**config.mk**
```make
export PLATFORM = sky130hd
export DESIGN_NAME = diag_status_reg
export DESIGN_NICKNAME = d
export VERILOG_FILES = /design/src/rtl/diag_pkg.sv /design/src/rtl/spi_frame_chk.sv /design/src/rtl/diag_flag_reg.sv /design/src/rtl/diag_status_reg.sv
export SDC_FILE = /design/constraint.sdc
export NUM_CORES = 1
export LEC_CHECK = 0
export CAP_MARGIN = 20
export CELL_PAD_IN_SITES_DETAIL_PLACEMENT = 1
export CELL_PAD_IN_SITES_GLOBAL_PLACEMENT = 1
export CORE_MARGIN = 5
export CORE_UTILIZATION = 27
export CTS_CLUSTER_SIZE = 24
export DETAILED_ROUTE_END_ITERATION = 8
export PLACE_DENSITY = 0.85
export SYNTH_ARGS = -nofsm -noshare
export SYNTH_HDL_FRONTEND = slang
export SYNTH_SLANG_ARGS = --single-unit
export TNS_END_PERCENT = 20
```
**constraint.sdc**
```tcl
create_clock -name clk -period 1.2 [get_ports clk]
set_input_delay 0.24 -clock clk [delete_from_list [all_inputs] [get_ports clk]]
set_output_delay 0.24 -clock clk [all_outputs]
set_load 0.01 [all_outputs]
```
**src/rtl/diag_pkg.sv**
```systemverilog
package diag_pkg;
  localparam int STAT_W  = 16;
  localparam int SPI_BIT = 3;
  localparam int SRC_N   = 6;
  // bit position of each strobed source, index order matches the source vector
  localparam int SRC_POS [SRC_N] = '{9, 8, 6, 5, 4, 2};
endpackage

```
**src/rtl/spi_frame_chk.sv**
```systemverilog
module spi_frame_chk #(
  parameter int WORD_BITS = 16
) (
  input  logic clk,
  input  logic rst,
  input  logic cs_n,
  input  logic sclk,
  output logic frame_err
);
  localparam int CNT_W = (WORD_BITS > 1) ? $clog2(WORD_BITS) : 1;
  localparam logic [CNT_W-1:0] LAST = CNT_W'(WORD_BITS - 1);

  logic             cs_q, sclk_q;
  logic [CNT_W-1:0] cnt;
  logic             edge_in_frame, frame_end;

  assign edge_in_frame = sclk & ~sclk_q & ~cs_n;
  assign frame_end     = cs_n & ~cs_q;
  assign frame_err     = frame_end & (cnt != '0);

  always_ff @(posedge clk) begin
    if (rst) begin
      cs_q   <= 1'b1;
      sclk_q <= 1'b0;
      cnt    <= '0;
    end else begin
      cs_q   <= cs_n;
      sclk_q <= sclk;
      if (cs_n)
        cnt <= '0;
      else if (edge_in_frame)
        cnt <= (cnt == LAST) ? '0 : cnt + 1'b1;
    end
  end
endmodule

```
**src/rtl/diag_flag_reg.sv**
```systemverilog
module diag_flag_reg #(
  parameter int W = 16
) (
  input  logic         clk,
  input  logic         rst,
  input  logic         clr,
  input  logic [W-1:0] set_vec,
  output logic [W-1:0] q
);
  always_ff @(posedge clk) begin
    if (rst) q <= '0;
    else     q <= (clr ? '0 : q) | set_vec;
  end
endmodule

```
**src/rtl/diag_status_reg.sv**
```systemverilog
module diag_status_reg
  import diag_pkg::*;
#(
  parameter int WORD_BITS = 16
) (
  input  logic              clk,
  input  logic              rst,
  input  logic              smp_stb,
  input  logic              rd_clr,
  input  logic              alm2_i,
  input  logic              alm1_i,
  input  logic              chksum_fail_i,
  input  logic              selftest_fail_i,
  input  logic              ovr_rng_i,
  input  logic              flash_upd_fail_i,
  input  logic              spi_cs_n,
  input  logic              spi_sclk,
  output logic [STAT_W-1:0] stat_o
);
  logic [SRC_N-1:0]  src;
  logic [STAT_W-1:0] set_vec;
  logic              frame_err;

  assign src = {alm2_i, alm1_i, chksum_fail_i, selftest_fail_i, ovr_rng_i, flash_upd_fail_i};

  spi_frame_chk #(.WORD_BITS(WORD_BITS)) u_spi (
    .clk(clk), .rst(rst), .cs_n(spi_cs_n), .sclk(spi_sclk), .frame_err(frame_err)
  );

  always_comb begin
    set_vec = '0;
    for (int i = 0; i < SRC_N; i++)
      set_vec[SRC_POS[i]] = smp_stb & src[SRC_N-1-i];
    set_vec[SPI_BIT] = frame_err;
  end

  diag_flag_reg #(.W(STAT_W)) u_flags (
    .clk(clk), .rst(rst), .clr(rd_clr), .set_vec(set_vec), .q(stat_o)
  );
endmodule

```
==> metrics.md <==
| Metric | Value |
|---|---|
| CP Launch Type | `input port` |
| Compound-Gate Fraction of Synth Area | `12.9%` |
| Hold WS | `0.470 ns` |
| Slew Limit Fails | `0` |
| Peak Freq | `888 MHz` |
| Req. time, crit path | `1.40 ns` |
| IO buf count | `18` |
| Worst setup EP type | `register` |
| Critical path destination | `u_spi.cnt[3]$_SDFFE_PP0P_` |
| CP Launch Point | `spi_sclk` |
| IR drop worst, VDD | `0.578 mV` |
| Worst EP arrival | `1.33 ns` |
| Fin nets | `104` |
| Largest family of logic cells by synthesized area | `simple AND/OR/NAND/NOR gates` |
| Total track usage | `9.75%` |
| Asr flop ratio synth | `0%` |
| Final hold vios | `0` |
| Netlist cell types | `20` |
| Synth top area cells | `dfxtp_1, buf_4, a22oi_1` |
| N_diodes | `0` |
| Syn Inst Count | `67` |
| H-tree depth | `1` |
| Die H | `56.4 um` |
| Placer Congestion | `0.852` |
| Pre-CTS setup slack | `-0.224 ns` |
| Vias | `494` |
| Layout Cells excl Fill | `116` |
| Clock transition at path regs | `0.08 ns` |
| Post-synthesis sequential area ratio | `44.7%` |
| Total core area | `2000 um2` |
| Global-route wire length before repair | `2320 um` |
| Vias/cell | `4.26` |
| R2r worst-path depth | `3` |
| Synth top area share | `44.7%` |
| Worst R2R End | `u_spi.cnt[3]$_SDFFE_PP0P_` |
| Synth area leader | `dfxtp_1` |
| XOR/XNOR Fraction of Synth Area | `1.51%` |
| Vias in the first global route | `507` |
| Leak pwr | `0.354 nW` |
| Largest net degree at the start of global routing | `9` |
| Die Span X | `56.4 um` |
| RSZ-0062 raised after global routing | `no` |
| FP Rows | `16` |
| Post-synthesis adder-cell area fraction | `4.30%` |
| Initial antenna violation count | `0` |
| Power per cell area | `1070 nW/um2` |
| Setup-failing EPs final | `0` |
| Remaining global-route overflow | `0` |
| Yosys reg bits | `13` |
| Num CTS Buffers | `3` |
| Ports | `28` |
| Worst-Skew Late Latency | `0.27 ns` |
| Most frequent cell after synthesis | `dfxtp_1` |
| Reg2Reg Setup Slack | `0.12 ns` |
| Critical path class | `input port to register` |
| Post-place instance area | `769 um2` |
| Max FO, Critical Path | `4` |
| Cell total after placement | `112` |
| Mux cell area share after synthesis | `0%` |
| Final Skew | `0.00462 ns` |
| TNS Setup | `0 ns` |
| First DRT Iteration DRCs | `6` |
| Post-synth EDFFs | `0` |
| Worst hold path class | `register to register` |
| Post-DRT Antenna Nets | `0` |
| Final Cycle Share | `93.8%` |
| Starting Density | `29.1%` |
| RR Startpoint | `u_spi.cnt[1]$_SDFFE_PP0P_` |
| CTS tree | `built` |
| # fillers | `254` |
| Worst setup margin | `0.0739 ns` |
| Mapped cell area | `582 um2` |
| Top_reg_cell synth | `dfxtp_1` |
| First-pass iteration count of the detailed router | `3` |
| Area grow syn2layout | `35.7%` |
| Layout cells sized above 1 | `8.99%` |
| Routed wire length | `1410 um` |
| Post-synth top cells | `dfxtp_1, buf_4, nor2_1` |
| Multi-input logic area | `254 um2` |
| Finished layout cell area | `790 um2` |
| Total Die Area | `3180 um2` |
| Final Critical Period | `1.13 ns` |
| Outcome | `completed` |
| Register Area | `262 um2` |
| Clock Sinks | `13` |
| Syn avg cell area | `8.68 um2` |
| Deepest clock path buffer count | `2` |
| CTS root buf | `clkbuf_4` |
| Total number of yosys warnings | `0` |
| Remaining DRCs | `0` |
| Max cap viols | `0` |
| DR WL/cell | `12.2 um` |
| Simple-gate area share of the yosys netlist | `19.1%` |
[worst max-delay path, stage by stage]
cell             delay, ns
clkdlybuf4s50_1       0.50
nand2b_1              0.08
or3_1                 0.34
a31oi_1               0.17
[kinds of logic (layout without fill, tap and decap cells)]
family | after synthesis | after routing
AO/OA/AOI/OAI | 11 | 11
XOR/XNOR | 1 | 1
adder cells (fa/ha/maj) | 2 | 2
buffers and inverters | 16 | 30
flip-flops | 13 | 13
other | 1 | 9
AND/OR/NAND/NOR | 23 | 23
[repair_timing]
item,CTS,global route
endpoints found under the setup margin,7,2
gates resized for setup,7,3
pin swaps,0,0
buffers inserted,0,0
hold buffers,0,0
[layout by cell type, fill, tap and decap left out]
master | netlist | layout
dfxtp_1 | 13 | 12
clkdlybuf4s50_1 | 0 | 11
conb_1 | 1 | 9
nor2_1 | 7 | 7
nand2_1 | 6 | 6
a22oi_1 | 6 | 6
dlygate4sd2_1 | 0 | 6
inv_1 | 5 | 5
a21oi_1 | 3 | 3
nand3_1 | 3 | 3
clkbuf_4 | 0 | 3
buf_4 | 10 | 3
nor2b_1 | 2 | 2
ha_1 | 2 | 2
o311ai_1 | 0 | 1
or2_2 | 1 | 1
nand3b_1 | 1 | 1
xor2_1 | 1 | 1
nand2b_1 | 1 | 1
nand4b_1 | 1 | 1
or3_1 | 1 | 1
a31oi_1 | 1 | 1
clkbuf_1 | 1 | 1
clkdlybuf4s15_1 | 0 | 1
dfxtp_2 | 0 | 1
[worst min path at each step]
| stage | startpoint | endpoint | cells past startpoint |
|---|---|---|---|
| detailed placement | u_flags.q[3]$_SDFF_PP0_ | u_flags.q[3]$_SDFF_PP0_ | 2 |
| floorplan | spi_sclk | u_spi.sclk_q$_SDFF_PP0_ | 1 |
| finish | u_flags.q[3]$_SDFF_PP0_ | u_flags.q[3]$_SDFF_PP0_ | 2 |
| global placement | u_flags.q[3]$_SDFF_PP0_ | u_flags.q[3]$_SDFF_PP0_ | 2 |
| global route | u_flags.q[3]$_SDFF_PP0_ | u_flags.q[3]$_SDFF_PP0_ | 2 |
| CTS | u_flags.q[3]$_SDFF_PP0_ | u_flags.q[3]$_SDFF_PP0_ | 2 |
[registers in the layout, summed over array words and instances, names as in the netlist]
name          count
u_spi.cs_q        1
u_flags.q         7
u_spi.cnt         4
u_spi.sclk_q      1
[power breakdown]
group / total, mW / switching [mW] / leakage, nW / internal (mW)
Clock: 0.264 / 0.136 / 0.0150 / 0.129
Sequential: 0.456 / 0.00860 / 0.107 / 0.448
Combinational: 0.123 / 0.0579 / 0.232 / 0.0656
Total: 0.844 / 0.202 / 0.354 / 0.642
[area by class of cell]
class                      instances  share of cell area (%)
multi-input combinational         46                    32.2
sequential                        13                    33.1
inverter                           5                    2.38
tap                               27                    4.28
clock buffer                       4                    3.33
timing repair buffer              21                    24.7
[routing by layer]
metal	vias up	wire (um)	global-route usage [%]	part of all wire, %
li1	250	-	-	-
met1	219	567	9.88	40
met2	21	701	15.8	50
met3	4	116	5.28	8.2
met4	0	26	5.42	1.8
met5	-	0	0	0
[through the flow]
| step | util (%) | power (mW) |
|---|---|---|
| 2_1_floorplan | - | 0.543 |
| 3_3_place_gp | 38.4 | 0.594 |
| 3_5_place_dp | 38.4 | 0.599 |
| 4_1_cts | 39.3 | 0.867 |
| 5_1_grt | 39.4 | 0.911 |
| 6_report | 39.4 | 0.844 |
Power figures use the tool's default switching activity.
